$ cat config.mk
export PLATFORM = sky130hd
export DESIGN_NAME = tfc_core
export DESIGN_NICKNAME = d
export VERILOG_FILES = /design/src/rtl/tfc_pkg.sv /design/src/rtl/tfc_decode.sv /design/src/rtl/tfc_regfile.sv /design/src/rtl/tfc_alu.sv /design/src/rtl/tfc_seq.sv /design/src/rtl/tfc_core.sv
export SDC_FILE = /design/constraint.sdc
export NUM_CORES = 2
export LEC_CHECK = 0
export CAP_MARGIN = 10
export CORE_MARGIN = 2
export CORE_UTILIZATION = 60
export CTS_BUF_LIST = sky130_fd_sc_hd__clkbuf_8 sky130_fd_sc_hd__clkbuf_16
export DETAILED_ROUTE_END_ITERATION = 6
export PLACE_DENSITY = 0.76
export SYNTH_ARGS = -nofsm -noshare
export SYNTH_HDL_FRONTEND = slang
export SYNTH_HIERARCHICAL = 1
export SYNTH_SLANG_ARGS = --single-unit
$ cat constraint.sdc
create_clock -name clk -period 6.5 [get_ports clk]
set_input_delay 0.65 -clock clk [delete_from_list [all_inputs] [get_ports clk]]
set_output_delay 0.65 -clock clk [all_outputs]
set_load 0.03 [all_outputs]
$ cat src/rtl/tfc_pkg.sv
package tfc_pkg;
  localparam int XLEN = 32;
  localparam int RIDX_W = 5;

  localparam logic [5:0] OPC_GROUP = 6'd0;
  localparam logic [5:0] OPC_J     = 6'd2;
  localparam logic [5:0] OPC_JAL   = 6'd3;
  localparam logic [5:0] OPC_BEQ   = 6'd4;
  localparam logic [5:0] OPC_BNE   = 6'd5;
  localparam logic [5:0] OPC_ADDI  = 6'd8;
  localparam logic [5:0] OPC_SLTI  = 6'd10;
  localparam logic [5:0] OPC_ANDI  = 6'd12;
  localparam logic [5:0] OPC_ORI   = 6'd13;
  localparam logic [5:0] OPC_LUI   = 6'd15;
  localparam logic [5:0] OPC_LB    = 6'd32;
  localparam logic [5:0] OPC_LW    = 6'd35;
  localparam logic [5:0] OPC_SB    = 6'd40;
  localparam logic [5:0] OPC_SW    = 6'd43;

  localparam logic [5:0] FN_JR  = 6'd8;
  localparam logic [5:0] FN_ADD = 6'd32;
  localparam logic [5:0] FN_SUB = 6'd34;
  localparam logic [5:0] FN_SLT = 6'd42;

  typedef enum logic [2:0] {ALU_ADD, ALU_SUB, ALU_SLT, ALU_AND, ALU_OR, ALU_PASSB} alu_op_e;
  typedef enum logic [1:0] {IMM_SIGN, IMM_ZERO, IMM_UPPER} imm_kind_e;
  typedef enum logic [1:0] {DST_NONE, DST_RD, DST_RT, DST_LINK} dst_e;
  typedef enum logic [2:0] {FLOW_SEQ, FLOW_BEQ, FLOW_BNE, FLOW_JUMP, FLOW_JREG} flow_e;

  typedef struct packed {
    alu_op_e   alu_op;
    logic      use_imm;
    imm_kind_e imm_kind;
    dst_e      dst;
    logic      mem_rd;
    logic      mem_wr;
    logic      mem_byte;
    flow_e     flow;
    logic      known;
  } ctrl_t;
endpackage

$ cat src/rtl/tfc_decode.sv
module tfc_decode
  import tfc_pkg::*;
(
  input  logic [XLEN-1:0]   insn,
  output ctrl_t             ctrl,
  output logic [RIDX_W-1:0] rs_idx,
  output logic [RIDX_W-1:0] rt_idx,
  output logic [RIDX_W-1:0] rd_idx,
  output logic [15:0]       imm16,
  output logic [25:0]       jidx
);
  logic [5:0] opcode;
  logic [5:0] funct;
  logic       unused_shamt;

  assign opcode       = insn[31:26];
  assign rs_idx       = insn[25:21];
  assign rt_idx       = insn[20:16];
  assign rd_idx       = insn[15:11];
  assign unused_shamt = ^insn[10:6];
  assign funct        = insn[5:0];
  assign imm16        = insn[15:0];
  assign jidx         = insn[25:0];

  always_comb begin
    ctrl          = '0;
    ctrl.alu_op   = ALU_ADD;
    ctrl.imm_kind = IMM_SIGN;
    ctrl.dst      = DST_NONE;
    ctrl.flow     = FLOW_SEQ;
    case (opcode)
      OPC_GROUP: begin
        case (funct)
          FN_ADD: begin ctrl.alu_op = ALU_ADD; ctrl.dst = DST_RD; ctrl.known = 1'b1; end
          FN_SUB: begin ctrl.alu_op = ALU_SUB; ctrl.dst = DST_RD; ctrl.known = 1'b1; end
          FN_SLT: begin ctrl.alu_op = ALU_SLT; ctrl.dst = DST_RD; ctrl.known = 1'b1; end
          FN_JR:  begin ctrl.flow = FLOW_JREG; ctrl.known = 1'b1; end
          default: ;
        endcase
      end
      OPC_ADDI: begin ctrl.use_imm = 1'b1; ctrl.dst = DST_RT; ctrl.known = 1'b1; end
      OPC_SLTI: begin ctrl.use_imm = 1'b1; ctrl.alu_op = ALU_SLT; ctrl.dst = DST_RT; ctrl.known = 1'b1; end
      OPC_ANDI: begin
        ctrl.use_imm = 1'b1; ctrl.imm_kind = IMM_ZERO; ctrl.alu_op = ALU_AND;
        ctrl.dst = DST_RT; ctrl.known = 1'b1;
      end
      OPC_ORI: begin
        ctrl.use_imm = 1'b1; ctrl.imm_kind = IMM_ZERO; ctrl.alu_op = ALU_OR;
        ctrl.dst = DST_RT; ctrl.known = 1'b1;
      end
      OPC_LUI: begin
        ctrl.use_imm = 1'b1; ctrl.imm_kind = IMM_UPPER; ctrl.alu_op = ALU_PASSB;
        ctrl.dst = DST_RT; ctrl.known = 1'b1;
      end
      OPC_LW: begin ctrl.use_imm = 1'b1; ctrl.mem_rd = 1'b1; ctrl.dst = DST_RT; ctrl.known = 1'b1; end
      OPC_LB: begin
        ctrl.use_imm = 1'b1; ctrl.mem_rd = 1'b1; ctrl.mem_byte = 1'b1;
        ctrl.dst = DST_RT; ctrl.known = 1'b1;
      end
      OPC_SW: begin ctrl.use_imm = 1'b1; ctrl.mem_wr = 1'b1; ctrl.known = 1'b1; end
      OPC_SB: begin ctrl.use_imm = 1'b1; ctrl.mem_wr = 1'b1; ctrl.mem_byte = 1'b1; ctrl.known = 1'b1; end
      OPC_BEQ: begin ctrl.flow = FLOW_BEQ; ctrl.known = 1'b1; end
      OPC_BNE: begin ctrl.flow = FLOW_BNE; ctrl.known = 1'b1; end
      OPC_J:   begin ctrl.flow = FLOW_JUMP; ctrl.known = 1'b1; end
      OPC_JAL: begin ctrl.flow = FLOW_JUMP; ctrl.dst = DST_LINK; ctrl.known = 1'b1; end
      default: ;
    endcase
  end
endmodule

$ cat src/rtl/tfc_regfile.sv
module tfc_regfile #(
  parameter int REG_N  = 32,
  parameter int DATA_W = 32,
  localparam int AW    = $clog2(REG_N)
) (
  input  logic              clk,
  input  logic              we,
  input  logic [AW-1:0]     waddr,
  input  logic [DATA_W-1:0] wdata,
  input  logic [AW-1:0]     raddr_a,
  output logic [DATA_W-1:0] rdata_a,
  input  logic [AW-1:0]     raddr_b,
  output logic [DATA_W-1:0] rdata_b
);
  logic [REG_N*DATA_W-1:0] flat;

  // Entry 0 is hardwired: no storage, writes to it go nowhere
  assign flat[DATA_W-1:0] = '0;

  for (genvar g = 1; g < REG_N; g++) begin : g_entry
    logic              wen;
    logic [DATA_W-1:0] q;
    assign wen = we && (waddr == AW'(g));
    always_ff @(posedge clk) begin
      if (wen) q <= wdata;
    end
    assign flat[g*DATA_W +: DATA_W] = q;
  end

  assign rdata_a = flat[raddr_a*DATA_W +: DATA_W];
  assign rdata_b = flat[raddr_b*DATA_W +: DATA_W];
endmodule

$ cat src/rtl/tfc_alu.sv
module tfc_alu
  import tfc_pkg::*;
(
  input  alu_op_e         op,
  input  logic [XLEN-1:0] a,
  input  logic [XLEN-1:0] b,
  output logic [XLEN-1:0] y
);
  always_comb begin
    case (op)
      ALU_SUB:   y = a - b;
      ALU_SLT:   y = {{(XLEN-1){1'b0}}, ($signed(a) < $signed(b))};
      ALU_AND:   y = a & b;
      ALU_OR:    y = a | b;
      ALU_PASSB: y = b;
      default:   y = a + b;
    endcase
  end
endmodule

$ cat src/rtl/tfc_seq.sv
module tfc_seq
  import tfc_pkg::*;
#(
  parameter logic [XLEN-1:0] RESET_PC = '0
) (
  input  logic            clk,
  input  logic            rst_n,
  input  flow_e           flow,
  input  logic [XLEN-1:0] rs_val,
  input  logic [XLEN-1:0] rt_val,
  input  logic [15:0]     imm16,
  input  logic [25:0]     jidx,
  output logic [XLEN-1:0] pc_q,
  output logic [XLEN-1:0] pc_plus4
);
  logic [XLEN-1:0] pc_d;
  logic [XLEN-1:0] br_tgt;
  logic [XLEN-1:0] jmp_tgt;
  logic            same;

  assign pc_plus4 = pc_q + XLEN'(4);
  assign br_tgt   = pc_plus4 + {{(XLEN-18){imm16[15]}}, imm16, 2'b00};
  assign jmp_tgt  = {pc_plus4[XLEN-1:28], jidx, 2'b00};
  assign same     = (rs_val == rt_val);

  always_comb begin
    case (flow)
      FLOW_BEQ:  pc_d = same ? br_tgt : pc_plus4;
      FLOW_BNE:  pc_d = same ? pc_plus4 : br_tgt;
      FLOW_JUMP: pc_d = jmp_tgt;
      FLOW_JREG: pc_d = rs_val;
      default:   pc_d = pc_plus4;
    endcase
  end

  always_ff @(posedge clk or negedge rst_n) begin
    if (!rst_n) pc_q <= RESET_PC;
    else        pc_q <= pc_d;
  end

  AST_SEQ_ADVANCE: assert property (@(posedge clk) disable iff (!rst_n)
    (flow == FLOW_SEQ) |=> (pc_q == $past(pc_q) + XLEN'(4)));
  AST_BRANCH_FALLTHRU: assert property (@(posedge clk) disable iff (!rst_n)
    (flow == FLOW_BEQ && rs_val != rt_val) |=> (pc_q == $past(pc_q) + XLEN'(4)));
  AST_JUMP_INDEX: assert property (@(posedge clk) disable iff (!rst_n)
    (flow == FLOW_JUMP) |=> (pc_q[27:2] == $past(jidx)));
endmodule

$ cat src/rtl/tfc_core.sv
module tfc_core
  import tfc_pkg::*;
#(
  parameter int               IMEM_AW  = 10,
  parameter logic [XLEN-1:0]  RESET_PC = '0
) (
  input  logic               clk,
  input  logic               rst_n,
  output logic [IMEM_AW-1:0] imem_addr,
  input  logic [XLEN-1:0]    imem_rdata,
  output logic [XLEN-1:0]    dmem_addr,
  output logic [XLEN-1:0]    dmem_wdata,
  output logic [3:0]         dmem_be,
  output logic               dmem_we,
  input  logic [XLEN-1:0]    dmem_rdata
);
  localparam int REG_N = 1 << RIDX_W;
  localparam logic [RIDX_W-1:0] LINK_IDX = RIDX_W'(REG_N - 1);

  logic [1:0]        rst_sync_q;
  logic              core_rst_n;
  ctrl_t             ctrl;
  logic [RIDX_W-1:0] rs_idx, rt_idx, rd_idx, rf_waddr;
  logic [15:0]       imm16;
  logic [25:0]       jidx;
  logic [XLEN-1:0]   rs_val, rt_val, imm_ext, alu_b, alu_y;
  logic [XLEN-1:0]   pc_q, pc_plus4, rf_wdata, lane_word, load_val;
  logic              rf_we;

  // Reset: asserted asynchronously, released after two clock edges
  always_ff @(posedge clk or negedge rst_n) begin
    if (!rst_n) rst_sync_q <= 2'b00;
    else        rst_sync_q <= {rst_sync_q[0], 1'b1};
  end
  assign core_rst_n = rst_sync_q[1];

  tfc_decode u_decode (
    .insn   (imem_rdata),
    .ctrl   (ctrl),
    .rs_idx (rs_idx),
    .rt_idx (rt_idx),
    .rd_idx (rd_idx),
    .imm16  (imm16),
    .jidx   (jidx)
  );

  tfc_regfile #(.REG_N(REG_N), .DATA_W(XLEN)) u_regfile (
    .clk     (clk),
    .we      (rf_we),
    .waddr   (rf_waddr),
    .wdata   (rf_wdata),
    .raddr_a (rs_idx),
    .rdata_a (rs_val),
    .raddr_b (rt_idx),
    .rdata_b (rt_val)
  );

  always_comb begin
    case (ctrl.imm_kind)
      IMM_ZERO:  imm_ext = {16'h0000, imm16};
      IMM_UPPER: imm_ext = {imm16, 16'h0000};
      default:   imm_ext = {{16{imm16[15]}}, imm16};
    endcase
  end
  assign alu_b = ctrl.use_imm ? imm_ext : rt_val;

  tfc_alu u_alu (
    .op (ctrl.alu_op),
    .a  (rs_val),
    .b  (alu_b),
    .y  (alu_y)
  );

  tfc_seq #(.RESET_PC(RESET_PC)) u_seq (
    .clk      (clk),
    .rst_n    (core_rst_n),
    .flow     (ctrl.flow),
    .rs_val   (rs_val),
    .rt_val   (rt_val),
    .imm16    (imm16),
    .jidx     (jidx),
    .pc_q     (pc_q),
    .pc_plus4 (pc_plus4)
  );

  assign imem_addr = pc_q[IMEM_AW+1:2];

  // Data port: byte address is base plus displacement
  assign dmem_addr  = alu_y;
  assign dmem_we    = ctrl.mem_wr && core_rst_n;
  assign dmem_wdata = ctrl.mem_byte ? {4{rt_val[7:0]}} : rt_val;
  assign dmem_be    = ctrl.mem_byte ? (4'b0001 << dmem_addr[1:0]) : 4'b1111;

  assign lane_word = dmem_rdata >> {dmem_addr[1:0], 3'b000};
  assign load_val  = ctrl.mem_byte ? {{(XLEN-8){lane_word[7]}}, lane_word[7:0]} : dmem_rdata;

  // Write-back selection
  always_comb begin
    case (ctrl.dst)
      DST_RD:   rf_waddr = rd_idx;
      DST_LINK: rf_waddr = LINK_IDX;
      default:  rf_waddr = rt_idx;
    endcase
  end
  assign rf_we    = (ctrl.dst != DST_NONE) && core_rst_n;
  assign rf_wdata = (ctrl.dst == DST_LINK) ? pc_plus4 : (ctrl.mem_rd ? load_val : alu_y);

  AST_BYTE_STORE_LANE: assert property (@(posedge clk) disable iff (!core_rst_n)
    (dmem_we && ctrl.mem_byte) |-> ($countones(dmem_be) == 1));
  AST_WORD_STORE_FULL: assert property (@(posedge clk) disable iff (!core_rst_n)
    (dmem_we && !ctrl.mem_byte) |-> (dmem_be == 4'b1111));
  AST_UNKNOWN_QUIET: assert property (@(posedge clk) disable iff (!core_rst_n)
    (!ctrl.known) |-> (!dmem_we && !rf_we));
  AST_LINK_VALUE: assert property (@(posedge clk) disable iff (!core_rst_n)
    (ctrl.dst == DST_LINK) |-> (rf_waddr == LINK_IDX && rf_wdata == pc_q + XLEN'(4)));
  AST_RESET_QUIET: assert property (@(posedge clk)
    (!rst_n) |-> (!dmem_we));
endmodule

==> reports/metrics.cfg <==
[timing]
timing.final.max_slew_violations = 0
clock_skew_ps = 68.0
fmax_mhz = 152
final_hold_viol_count = 0
maxSlewHeadroom_pct = 3.44
worst_pin_slew_ps = 1440
fin_ws_ps = -78.3
fin_setup_tns_ps = -78.3
min_period_over_period_pct = 101
setup_viol = 1
min_period_ps = 6580
worst_hold_slack_ps = 89.2

[cells_and_area]
drive_gt1_share_pct = 36.3
area_delta_synth_final_pct = 22.6
mostFrequentLayoutCell = edfxtp_1
final_nets = 4881
mostFrequentLayoutCells = edfxtp_1, buf_4, mux4_2, nand2_1, inv_1
fin_cells = 6034

[setup_path]
critical_path.slowest_cell = o31ai_4
cp_common_cell = buf_4
cpLargestDelayFamily = compound AO/OA/AOI/OAI gates
crit_type = input pin to primary output
required_ps = 5850
path_max_fanout = 13
cpPeakStageDelay_ps = 420
startpoint_type = input pin
worst-endpoint-arrival_ps = 5930
crit_buf_inv = 12
cp-end-kind = primary output

[detailed_routing]
route.detailed.drc = 35
via_count = 47400
detail_route.vias_per_cell = 7.85
drt_iter0_drc = 9473
post_drt_wl_per_cell_um = 41.9
dr.pass1.iters = 7
ant_nets = 0
drt_wl_total_mm = 253

[die]
die_h_um = 315
die_x_um = 315
fp.coreArea_mm2 = 0.0953
initial_utilization_pct = 60.8
die_area_mm2 = 0.0991
num_rows = 113
ios = 145

[global_route]
grt_pass1_wl_mm = 345
grt_antenna_before_repair = 15
grtUsageTotal_pct = 50.0
gr-total-overflow = 0
grt_max_degree = 37
grt_pass1_vias = 45800

[run]
drv_cap = 0

[outcome]
violations = DRC, setup timing
outcome = finished, violations left

[place]
io_buffers = 144
hpwl_mm = 164
dp.cells = 5828
gp_congestion = 1.15

[power]
leakagePower_nw = 25.7
powerDensity_mw_per_mm2 = 311
ir_drop_v = 0.000397

[cts]
clock-sinks = 1026
cts_tree = done
clock_latency_ps = 740
cts_buffers = 102
clk_path_buf_depth = 3
postCtsHoldBufs = 0
root_buffer = clkbuf_16
clk_pin_slew_ps = 60
cts_htree_levels = 3

[yosys]
synthCells = 4021
netlist_area_mm2 = 0.0580
syn-num-nets = 4223
yosys_warnings = 6
syn_area_per_cell_um2 = 14.4

[hold_path]
min_path_type = input pin to async pin

-- state kept, by name, summed over array words and instances (netlist names) --
register / count
rst_sync_q: 2
u_regfile/g_entry.q: 992
u_seq/pc_q: 32
-- metal layers --
layer	share of wire, %	wire (µm)	up-vias	track usage, %
li1	-	-	17500	-
met1	30	75200	22600	59.5
met2	42	107000	5549	72.6
met3	18	44300	1641	20.4
met4	10	26300	24	39.0
met5	0.20	511	-	0
-- through the flow --
step / setup slack [ps] / cell area [µm²] / total power, mW / utilization [%]
after floorplan: 5.40 / 58900 / 12.1 / -
after CTS: 1.87 / 70800 / 21.6 / 74.3
after detailed placement: -533 / 67200 / 15.5 / 70.6
final: -78.3 / 71100 / 22.1 / 74.6
after global placement: -466 / 67200 / 15.5 / 70.6
after global routing: -76.1 / 71100 / 22.4 / 74.6
-- where the power goes --
part / internal (mW) / leakage (nW) / switching, mW
sequential: 8.12 / 9.30 / 0.117
combinational: 3.06 / 14.6 / 4.59
clock: 3.44 / 1.76 / 2.80
total: 14.6 / 25.7 / 7.50
-- what timing repair did --
| action | in CTS | in global routing |
|---|---|---|
| setup endpoints to repair | 16 | 81 |
| resized for setup | 18 | 51 |
| pin swaps | 3 | 15 |
| setup buffers | 4 | 8 |
-- final cells by class --
class / instances / area (µm²)
Timing Repair Buffer: 911 / 8670
Inverter: 169 / 636
Fill cell: 5492 / 24200
Clock buffer: 104 / 2590
Tap cell: 1265 / 1580
Clock inverter: 83 / 847
Sequential cell: 1026 / 30600
Antenna cell: 7 / 17.5
Multi-Input combinational cell: 2469 / 26100
-- worst register-to-register path: stages (launching register included) --
cell and delay (ps):
edfxtp_1 600, mux4_2 680, a22o_1 230, o21ai_0 240
o31ai_1 140, buf_4 220, nor2_1 110, a21oi_1 60
buf_4 170, inv_1 70, buf_4 100, ha_1 180
buf_4 140, inv_1 50, o21ai_1 90, o211ai_1 150
a21oi_2 230, o32ai_4 140, o21ai_2 220, a21oi_2 120
o31ai_4 310, nand3_2 150, mux4_2 400, a21boi_4 100
a221oi_4 1090
-- worst paths after layout --
path / from / endpoint / slack [ps] / depth (start not counted)
max: imem_rdata[16] / dmem_addr[25] / -80 / 27
min reg2reg: rst_sync_q[0] / rst_sync_q[1] / 370 / 0
max reg2reg: u_regfile/g_entry[16].q[17] / u_regfile/g_entry[12].q[17] / 90 / 24
min: rst_n / rst_sync_q[1] / 90 / 1
min in group clk: rst_sync_q[0] / rst_sync_q[1] / 370 / 0
max in group asynchronous: rst_sync_q[1] / u_seq/pc_q[7] / 5430 / 1
Note: power is estimated with default switching activity, not from simulation.
